`src/rtl/bgm_pkg.sv`:
```
package bgm_pkg;

    localparam int PIX_W  = 8;
    localparam int VAR_W  = 16;
    localparam int ADDR_W = 10;
    localparam int FRAC_W = 8;

    localparam int DIFF_W = PIX_W + 1;
    localparam int SQ_W   = 2 * PIX_W;
    localparam int KVAR_W = VAR_W + 2;
    localparam int MIX_W  = ((VAR_W > SQ_W) ? VAR_W : SQ_W) + FRAC_W + 1;
    localparam int BL_W   = MIX_W + FRAC_W + 1;

    typedef logic [PIX_W-1:0]  pix_t;
    typedef logic [VAR_W-1:0]  var_t;
    typedef logic [ADDR_W-1:0] addr_t;
    typedef logic [SQ_W-1:0]   sq_t;
    typedef logic [KVAR_W-1:0] kvar_t;
    typedef logic [MIX_W-1:0]  mix_t;
    typedef logic [FRAC_W-1:0] wt_t;

    // after stage 1: signed deviation and blended mean
    typedef struct packed {
        logic                     valid;
        addr_t                    addr;
        logic signed [DIFF_W-1:0] diff;
        pix_t                     mean_old;
        pix_t                     mean_new;
        var_t                     var_old;
    } st1_t;

    // after stage 2: squared deviation and scaled variance
    typedef struct packed {
        logic  valid;
        addr_t addr;
        sq_t   sq;
        kvar_t kvar;
        pix_t  mean_old;
        pix_t  mean_new;
        var_t  var_old;
    } st2_t;

    // after stage 3: class decided, variance not yet bounded
    typedef struct packed {
        logic  valid;
        addr_t addr;
        logic  fg;
        pix_t  mean_sel;
        mix_t  var_raw;
    } st3_t;

    // after stage 4: final write-back record
    typedef struct packed {
        logic  valid;
        addr_t addr;
        logic  fg;
        pix_t  mean;
        var_t  vr;
    } st4_t;

    // floor((a*old + (2^FRAC_W - a)*new) / 2^FRAC_W)
    function automatic mix_t blend(mix_t old_v, mix_t new_v, wt_t a);
        logic [BL_W-1:0] wo, wn, wa, wb, acc;
        wo  = BL_W'(old_v);
        wn  = BL_W'(new_v);
        wa  = BL_W'(a);
        wb  = BL_W'(1 << FRAC_W) - wa;
        acc = wo * wa + wn * wb;
        return MIX_W'(acc >> FRAC_W);
    endfunction

    function automatic mix_t clamp_mix(mix_t v, mix_t lo, mix_t hi);
        if (v < lo)      return lo;
        else if (v > hi) return hi;
        else             return v;
    endfunction

endpackage

```
`src/rtl/bgm_front.sv`:
```
module bgm_front
    import bgm_pkg::*;
#(
    parameter wt_t ALPHA = 8'd224
) (
    input  logic  clk,
    input  logic  rst,
    input  logic  in_valid,
    input  addr_t in_addr,
    input  pix_t  in_pix,
    input  pix_t  in_mean,
    input  var_t  in_var,
    output st2_t  s2_q
);

    st1_t s1_d, s1_q;
    st2_t s2_d;
    pix_t mag;

    // stage 1: deviation and mean blend
    always_comb begin
        s1_d.valid    = in_valid;
        s1_d.addr     = in_addr;
        s1_d.diff     = $signed({1'b0, in_pix}) - $signed({1'b0, in_mean});
        s1_d.mean_old = in_mean;
        s1_d.mean_new = PIX_W'(blend(MIX_W'(in_mean), MIX_W'(in_pix), ALPHA));
        s1_d.var_old  = in_var;
    end

    always_ff @(posedge clk) begin
        if (rst) s1_q <= '0;
        else     s1_q <= s1_d;
    end

    // stage 2: square of deviation, 2.5 times variance
    always_comb begin
        mag = s1_q.diff[DIFF_W-1] ? PIX_W'(-s1_q.diff) : PIX_W'(s1_q.diff);
        s2_d.valid    = s1_q.valid;
        s2_d.addr     = s1_q.addr;
        s2_d.sq       = SQ_W'(mag) * SQ_W'(mag);
        s2_d.kvar     = (KVAR_W'(s1_q.var_old) << 1) + KVAR_W'(s1_q.var_old >> 1);
        s2_d.mean_old = s1_q.mean_old;
        s2_d.mean_new = s1_q.mean_new;
        s2_d.var_old  = s1_q.var_old;
    end

    always_ff @(posedge clk) begin
        if (rst) s2_q <= '0;
        else     s2_q <= s2_d;
    end

    // a blend never leaves the span of its two operands
    assert_mean_bounded_R2: assert property (@(posedge clk) disable iff (rst)
        s1_q.valid |->
            ((s1_q.mean_new >= s1_q.mean_old) || (s1_q.mean_new >= $past(in_pix))) &&
            ((s1_q.mean_new <= s1_q.mean_old) || (s1_q.mean_new <= $past(in_pix))));

endmodule

```
`src/rtl/bgm_decide.sv`:
```
module bgm_decide
    import bgm_pkg::*;
#(
    parameter wt_t  ALPHA       = 8'd224,
    parameter var_t VAR_DEFAULT = 16'd900
) (
    input  logic clk,
    input  logic rst,
    input  st2_t s2,
    output st3_t s3_q
);

    st3_t s3_d;
    logic is_fg;

    // stage 3: compare, select mean, update or replace variance
    always_comb begin
        is_fg         = KVAR_W'(s2.sq) > s2.kvar;
        s3_d.valid    = s2.valid;
        s3_d.addr     = s2.addr;
        s3_d.fg       = is_fg;
        s3_d.mean_sel = is_fg ? s2.mean_old : s2.mean_new;
        s3_d.var_raw  = is_fg ? MIX_W'(VAR_DEFAULT)
                              : blend(MIX_W'(s2.var_old), MIX_W'(s2.sq), ALPHA);
    end

    always_ff @(posedge clk) begin
        if (rst) s3_q <= '0;
        else     s3_q <= s3_d;
    end

    // background variance stays within the span of old variance and square
    assert_var_blend_span_R3: assert property (@(posedge clk) disable iff (rst)
        (s3_q.valid && !s3_q.fg) |->
            ((s3_q.var_raw <= MIX_W'($past(s2.var_old))) ||
             (s3_q.var_raw <= MIX_W'($past(s2.sq)))));

endmodule

```
`src/rtl/bgm_clamp.sv`:
```
module bgm_clamp
    import bgm_pkg::*;
#(
    parameter pix_t MEAN_MIN = 8'd4,
    parameter pix_t MEAN_MAX = 8'd250,
    parameter var_t VAR_MIN  = 16'd16,
    parameter var_t VAR_MAX  = 16'd20000
) (
    input  logic clk,
    input  logic rst,
    input  st3_t s3,
    output st4_t s4_q
);

    st4_t s4_d;

    // stage 4: bound both statistics
    always_comb begin
        s4_d.valid = s3.valid;
        s4_d.addr  = s3.addr;
        s4_d.fg    = s3.fg;
        s4_d.mean  = PIX_W'(clamp_mix(MIX_W'(s3.mean_sel), MIX_W'(MEAN_MIN), MIX_W'(MEAN_MAX)));
        s4_d.vr    = VAR_W'(clamp_mix(s3.var_raw, MIX_W'(VAR_MIN), MIX_W'(VAR_MAX)));
    end

    always_ff @(posedge clk) begin
        if (rst) s4_q <= '0;
        else     s4_q <= s4_d;
    end

    // an in-window variance passes the bounding stage untouched
    assert_var_passthrough_R5: assert property (@(posedge clk) disable iff (rst)
        (s4_q.valid && ($past(s3.var_raw) >= MIX_W'(VAR_MIN)) &&
         ($past(s3.var_raw) <= MIX_W'(VAR_MAX)))
            |-> (MIX_W'(s4_q.vr) == $past(s3.var_raw)));

endmodule

```
`src/rtl/bgm_pixel_pipe.sv`:
```
module bgm_pixel_pipe
    import bgm_pkg::*;
#(
    parameter wt_t  ALPHA       = 8'd224,
    parameter var_t VAR_DEFAULT = 16'd900,
    parameter pix_t MEAN_MIN    = 8'd4,
    parameter pix_t MEAN_MAX    = 8'd250,
    parameter var_t VAR_MIN     = 16'd16,
    parameter var_t VAR_MAX     = 16'd20000
) (
    input  logic              clk,
    input  logic              rst,
    input  logic              in_valid,
    input  logic [ADDR_W-1:0] in_addr,
    input  logic [PIX_W-1:0]  in_pix,
    input  logic [PIX_W-1:0]  in_mean,
    input  logic [VAR_W-1:0]  in_var,
    output logic              out_valid,
    output logic [ADDR_W-1:0] out_addr,
    output logic              out_fg,
    output logic [PIX_W-1:0]  out_mean,
    output logic [VAR_W-1:0]  out_var
);

    localparam int DEPTH = 4;

    st2_t s2;
    st3_t s3;
    st4_t s4;

    bgm_front #(.ALPHA(ALPHA)) u_front (
        .clk(clk), .rst(rst), .in_valid(in_valid), .in_addr(in_addr),
        .in_pix(in_pix), .in_mean(in_mean), .in_var(in_var), .s2_q(s2)
    );

    bgm_decide #(.ALPHA(ALPHA), .VAR_DEFAULT(VAR_DEFAULT)) u_decide (
        .clk(clk), .rst(rst), .s2(s2), .s3_q(s3)
    );

    bgm_clamp #(
        .MEAN_MIN(MEAN_MIN), .MEAN_MAX(MEAN_MAX),
        .VAR_MIN(VAR_MIN),   .VAR_MAX(VAR_MAX)
    ) u_clamp (
        .clk(clk), .rst(rst), .s3(s3), .s4_q(s4)
    );

    assign out_valid = s4.valid;
    assign out_addr  = s4.addr;
    assign out_fg    = s4.fg;
    assign out_mean  = s4.mean;
    assign out_var   = s4.vr;

    // cycles since reset, saturating; gates the latency checks
    logic [2:0] warm;
    always_ff @(posedge clk) begin
        if (rst)                    warm <= '0;
        else if (warm < 3'(DEPTH))  warm <= warm + 3'd1;
    end

    assert_valid_latency_R6: assert property (@(posedge clk) disable iff (rst)
        (warm == 3'(DEPTH)) |-> (out_valid == $past(in_valid, 4)));

    assert_addr_follow_R7: assert property (@(posedge clk) disable iff (rst)
        (warm == 3'(DEPTH) && out_valid) |-> (out_addr == $past(in_addr, 4)));

    assert_fg_var_default_R4: assert property (@(posedge clk) disable iff (rst)
        (out_valid && out_fg) |->
            (MIX_W'(out_var) == clamp_mix(MIX_W'(VAR_DEFAULT), MIX_W'(VAR_MIN), MIX_W'(VAR_MAX))));

    assert_fg_mean_hold_R4: assert property (@(posedge clk) disable iff (rst)
        (warm == 3'(DEPTH) && out_valid && out_fg &&
         $past(in_mean, 4) >= MEAN_MIN && $past(in_mean, 4) <= MEAN_MAX)
            |-> (out_mean == $past(in_mean, 4)));

endmodule

```
`config.mk`:
```
export PLATFORM = sky130hd
export DESIGN_NAME = bgm_pixel_pipe
export DESIGN_NICKNAME = d
export VERILOG_FILES = /design/src/rtl/bgm_pkg.sv /design/src/rtl/bgm_front.sv /design/src/rtl/bgm_decide.sv /design/src/rtl/bgm_clamp.sv /design/src/rtl/bgm_pixel_pipe.sv
export SDC_FILE = /design/constraint.sdc
export NUM_CORES = 1
export LEC_CHECK = 0
export ABC_AREA = 1
export BUFFER_PORTS_ARGS = -buffer_cell sky130_fd_sc_hd__buf_2
export CORE_ASPECT_RATIO = 0.6
export CORE_MARGIN = 10
export CORE_UTILIZATION = 45
export DETAILED_ROUTE_END_ITERATION = 16
export SETUP_SLACK_MARGIN = 0.02
export SLEW_MARGIN = 10
export SYNTH_ARGS = -nofsm -noshare
export SYNTH_HDL_FRONTEND = slang
export SYNTH_SLANG_ARGS = --single-unit
```
`constraint.sdc`:
```
create_clock -name clk -period 10 [get_ports clk]
set_clock_uncertainty 0.2 [all_clocks]
set_input_delay 0 -clock clk [delete_from_list [all_inputs] [get_ports clk]]
set_output_delay 0 -clock clk [all_outputs]
set_load 0.02 [all_outputs]
```
==> impl_summary.log <==
INFO  metric startpoint_type_of_the_worst_setup_path = flop
INFO  metric port_buffers = 80
INFO  metric leak = 6.97 nW
INFO  metric postSynthRegisterBits = 200
INFO  metric timing.critical_path.required = slightly above 10 ns
INFO  metric cts-root-buf = sky130_fd_sc_hd__clkbuf_16
INFO  metric hold_path.class = in2reg
INFO  metric number_of_antenna_violations_at_the_first_check_in_global_routing = 0
INFO  metric grt_first_pass_wirelength = 44,500 um
INFO  metric post_synthesis_sequential_area_ratio = between 30 and 40%
INFO  metric whs_path_depth = 4
INFO  metric insertion_delay = 0.45 ns
INFO  metric globalRoute.totalOverflow = 0
INFO  metric synth_largest_type_area_fraction = about a third
INFO  metric die_w = 227 um
INFO  metric power.net_switching = 1.05 mW
INFO  metric clockPowerShare = 24.6%
INFO  metric detail-route-antenna-nets = 0
INFO  metric cellPowerDensity = about 200 nW/um^2
INFO  metric dieArea = 32,800 um^2
INFO  metric post_layout_nonfiller_instances = around 2k
INFO  metric layout-drive-gt1-share = 9.67%
INFO  metric num_antenna_cells = 0
INFO  metric fin_setup_tns = 0 ns
INFO  metric synthesis.yosys.warnings = 0
INFO  metric clock.fmax = between 150 and 200 MHz
INFO  metric ys_types = 52
INFO  metric hp-start = in_addr[7]
INFO  metric grt_setup_unrepaired = false
INFO  metric cts_inserted_buffers = 17
INFO  metric setup.worst_path.end_class = flop
INFO  metric period_minus_slack = 5.74 ns
INFO  metric fill_cells = between 2k and 2.5k
INFO  metric power.combinational.fraction = about two fifths
INFO  metric cap_violations = 0
INFO  metric syn_avg_cell_area = 7.77 um^2
INFO  metric outcome = finished clean
INFO  metric multi_input_gate_area = 6370 um^2
INFO  metric slew_of_the_pin_with_the_lowest_slew_margin = around 0.67 ns
INFO  metric detail_route.vias_per_cell = between 4 and 5
INFO  metric synth-edff-count = 0
INFO  metric placedCellCount = 1,885
INFO  metric path_clk_slew = about 0.07 ns
INFO  metric r2r_start = u_front.s1_q[32]
INFO  metric firstDrtPassIters = 5
INFO  metric first_global_vias = 8,936
INFO  metric ys.flop_type = sky130_fd_sc_hd__dfxtp_1
INFO  metric cell_internal_pwr = approximately 1.6 mW
INFO  metric grt_util_all_layers = 17.0%
INFO  metric core.rowCount = 45
INFO  metric cts_tree = built
INFO  metric finish.net_count = ~1.8k
INFO  metric hold_viol = 0
INFO  metric min_to = u_front.s1_q[48]
INFO  metric critical_path_arrival = 5.88 ns
INFO  metric critPathKind = reg2reg
INFO  metric floorplan.io_pins = 81
INFO  metric ff2ff_setup_slack = 4.26 ns
INFO  metric drt_wl_total = 26,200 um
INFO  metric final-setup-viol-count = 0
INFO  metric place_hpwl = 20,600 um
INFO  metric synthArstFlopShare = 0%
INFO  metric yosysTopAreaCell = sky130_fd_sc_hd__dfxtp_1
INFO  metric detail_route.drc_violations = 0
INFO  metric reg2reg_to = u_front.s2_q[63]
INFO  metric report.final.slew_viol_count = 0
INFO  metric timing.reg2reg.worst_path_depth = 23
INFO  metric post_cts.repair.setup_buffers = 0
INFO  metric floorplan.core_area = 25,300 um^2
INFO  metric routed-via-count = 9,374
INFO  metric max-slew-margin-rel = between 50% and 60%
INFO  metric cts_max_path_buffers = 2
INFO  metric cts_repair_resize_count = 0
INFO  metric htreeDepth = 4
INFO  metric min_period_over_period = 57.4%
INFO  metric clkSinkCount = 200
INFO  metric peakVddDrop = 0.000115 V
INFO  metric area_growth = 16.4%
INFO  metric synthesis.area = 11,600 um^2
INFO  metric wl_per_cell = about 13 um
INFO  metric crit_path_max_fanout = 10
INFO  metric gp_congestion = 0.875
INFO  metric die-height = between 100 and 150 um
INFO  metric netlist_instances = 1,491
INFO  metric initial_utilization = 45.8%
INFO  metric switching_share_of_total_power = about two fifths
INFO  metric seq_area = approximately 4000 um^2
INFO  metric drt_iter0_markers = 693
INFO  metric pin_count_of_the_biggest_net_entering_global_routing = 64
INFO  metric synth.area.top_cells = sky130_fd_sc_hd__dfxtp_1 35%, sky130_fd_sc_hd__ha_1 13%, sky130_fd_sc_hd__inv_1 9.5%, sky130_fd_sc_hd__fa_1 8.8%, sky130_fd_sc_hd__nand2_1 7.6%
INFO  metric seq_power_share = 36.5%
[cells by family after synthesis]
family,count (synthesis),synth area share (%)
XOR/XNOR,36,2.85
AND/OR/NAND/NOR,567,20.9
buffers and inverters,320,10.5
flip-flops,200,34.6
AO/OA/AOI/OAI,198,9.65
other,1,0.0324
adder cells (fa/ha/maj),169,21.6
[through the flow]
| step | utilization (%) | setup WS [ns] | hold slack (ns) | cell area, um^2 | power (mW) |
|---|---|---|---|---|---|
| 2_1_floorplan | - | 4.95 | -0.0930 | 11600 | 1.76 |
| 3_3_place_gp | 48.8 | 4.58 | 0.00354 | 12300 | 2.00 |
| 3_5_place_dp | 48.8 | 4.32 | 0.00868 | 12300 | 2.02 |
| 5_1_grt | 53.3 | 3.80 | 0.0990 | 13500 | 2.93 |
| 6_report | 53.3 | 4.26 | 0.0769 | 13500 | 2.69 |
| 4_1_cts | 53.3 | 4.30 | 0.0553 | 13500 | 2.71 |
[worst max-delay path by stage]
| stage | to | startpoint |
|---|---|---|
| 2_1_floorplan | u_front.s2_q[63] | u_front.s1_q[32] |
| 3_3_place_gp | u_front.s2_q[63] | u_front.s1_q[32] |
| 3_5_place_dp | u_front.s2_q[63] | u_front.s1_q[32] |
| 5_1_grt | u_front.s2_q[63] | u_front.s1_q[32] |
| 4_1_cts | u_front.s2_q[63] | u_front.s1_q[32] |
| 6_report | u_front.s2_q[63] | u_front.s1_q[32] |
[state kept, by name, summed over array words and instances, names as in the netlist]
name,count
u_clamp.s4_q,36
u_front.s1_q,52
u_decide.s3_q,37
u_front.s2_q,75
[worst max-delay path: stages (launching register included)]
cell and delay [ns]:
sky130_fd_sc_hd__dfxtp_1 0.34, sky130_fd_sc_hd__clkinv_1 0.26, sky130_fd_sc_hd__ha_1 0.34, sky130_fd_sc_hd__or2_2 0.30
sky130_fd_sc_hd__nand3_1 0.06, sky130_fd_sc_hd__o21ai_0 0.19, sky130_fd_sc_hd__inv_1 0.27, sky130_fd_sc_hd__nor2_1 0.14
sky130_fd_sc_hd__fa_1 0.51, sky130_fd_sc_hd__fa_1 0.54, sky130_fd_sc_hd__inv_1 0.05, sky130_fd_sc_hd__fa_1 0.50
sky130_fd_sc_hd__fa_1 0.54, sky130_fd_sc_hd__inv_1 0.04, sky130_fd_sc_hd__ha_1 0.32, sky130_fd_sc_hd__nand2_1 0.06
sky130_fd_sc_hd__inv_1 0.07, sky130_fd_sc_hd__a21oi_1 0.09, sky130_fd_sc_hd__o21ai_0 0.36, sky130_fd_sc_hd__inv_1 0.10
sky130_fd_sc_hd__nor2_1 0.14, sky130_fd_sc_hd__o21ai_0 0.09, sky130_fd_sc_hd__nand2_1 0.07, sky130_fd_sc_hd__nor2_1 0.05
[power groups by stage]
stage               Combinational, mW  Sequential, mW  Clock (mW)
finish                           1.05           0.983       0.663
global route                     1.22           0.994       0.716
CTS                              1.05           0.983       0.684
detailed placement               1.02            1.00           0
global placement                 1.00            1.00           0
floorplan                       0.769           0.994           0
[routing by layer]
metal	track usage (%)	share of wire, %
met5	0	0
met4	3.42	0.82
met3	3.98	5.4
met2	23.2	37
met1	26.1	56
[cells in the final DEF (no fill, tap or decap), types with 17 or more instances in the layout]
master and instances:
sky130_fd_sc_hd__o21ai_0 52, sky130_fd_sc_hd__fa_1 51, sky130_fd_sc_hd__a21oi_1 102, sky130_fd_sc_hd__nand2_1 234
sky130_fd_sc_hd__buf_2 79, sky130_fd_sc_hd__nand3_1 48, sky130_fd_sc_hd__nor2_1 218, sky130_fd_sc_hd__inv_1 293
sky130_fd_sc_hd__xor2_1 25, sky130_fd_sc_hd__dlygate4sd3_1 57, sky130_fd_sc_hd__dfxtp_1 200, sky130_fd_sc_hd__clkbuf_16 17
sky130_fd_sc_hd__ha_1 118
[what timing repair did]
action,in CTS,in global routing
hold endpoints to repair,93,0
hold buffers,57,0
setup endpoints to repair,0,0
[cells in the mapped netlist (14+ instances only)]
cell type                 count
sky130_fd_sc_hd__nand4_1     16
sky130_fd_sc_hd__ha_1       118
sky130_fd_sc_hd__nand3_1     48
sky130_fd_sc_hd__dfxtp_1    200
sky130_fd_sc_hd__nor2_1     218
sky130_fd_sc_hd__nand2_1    234
sky130_fd_sc_hd__xor2_1      25
sky130_fd_sc_hd__o21ai_0     52
sky130_fd_sc_hd__a21oi_1    102
sky130_fd_sc_hd__nor3_1      14
sky130_fd_sc_hd__fa_1        51
sky130_fd_sc_hd__inv_1      293
[layout make-up]
type	count	share of cell area (%)
Clock buffer	20	3.46
Clock inverter	11	0.780
Inverter	301	8.38
Multi-Input combinational cell	973	47.3
Sequential cell	200	29.7
Tap cell	329	3.05
Timing Repair Buffer	139	7.33
(Power assumes the default switching activity.)
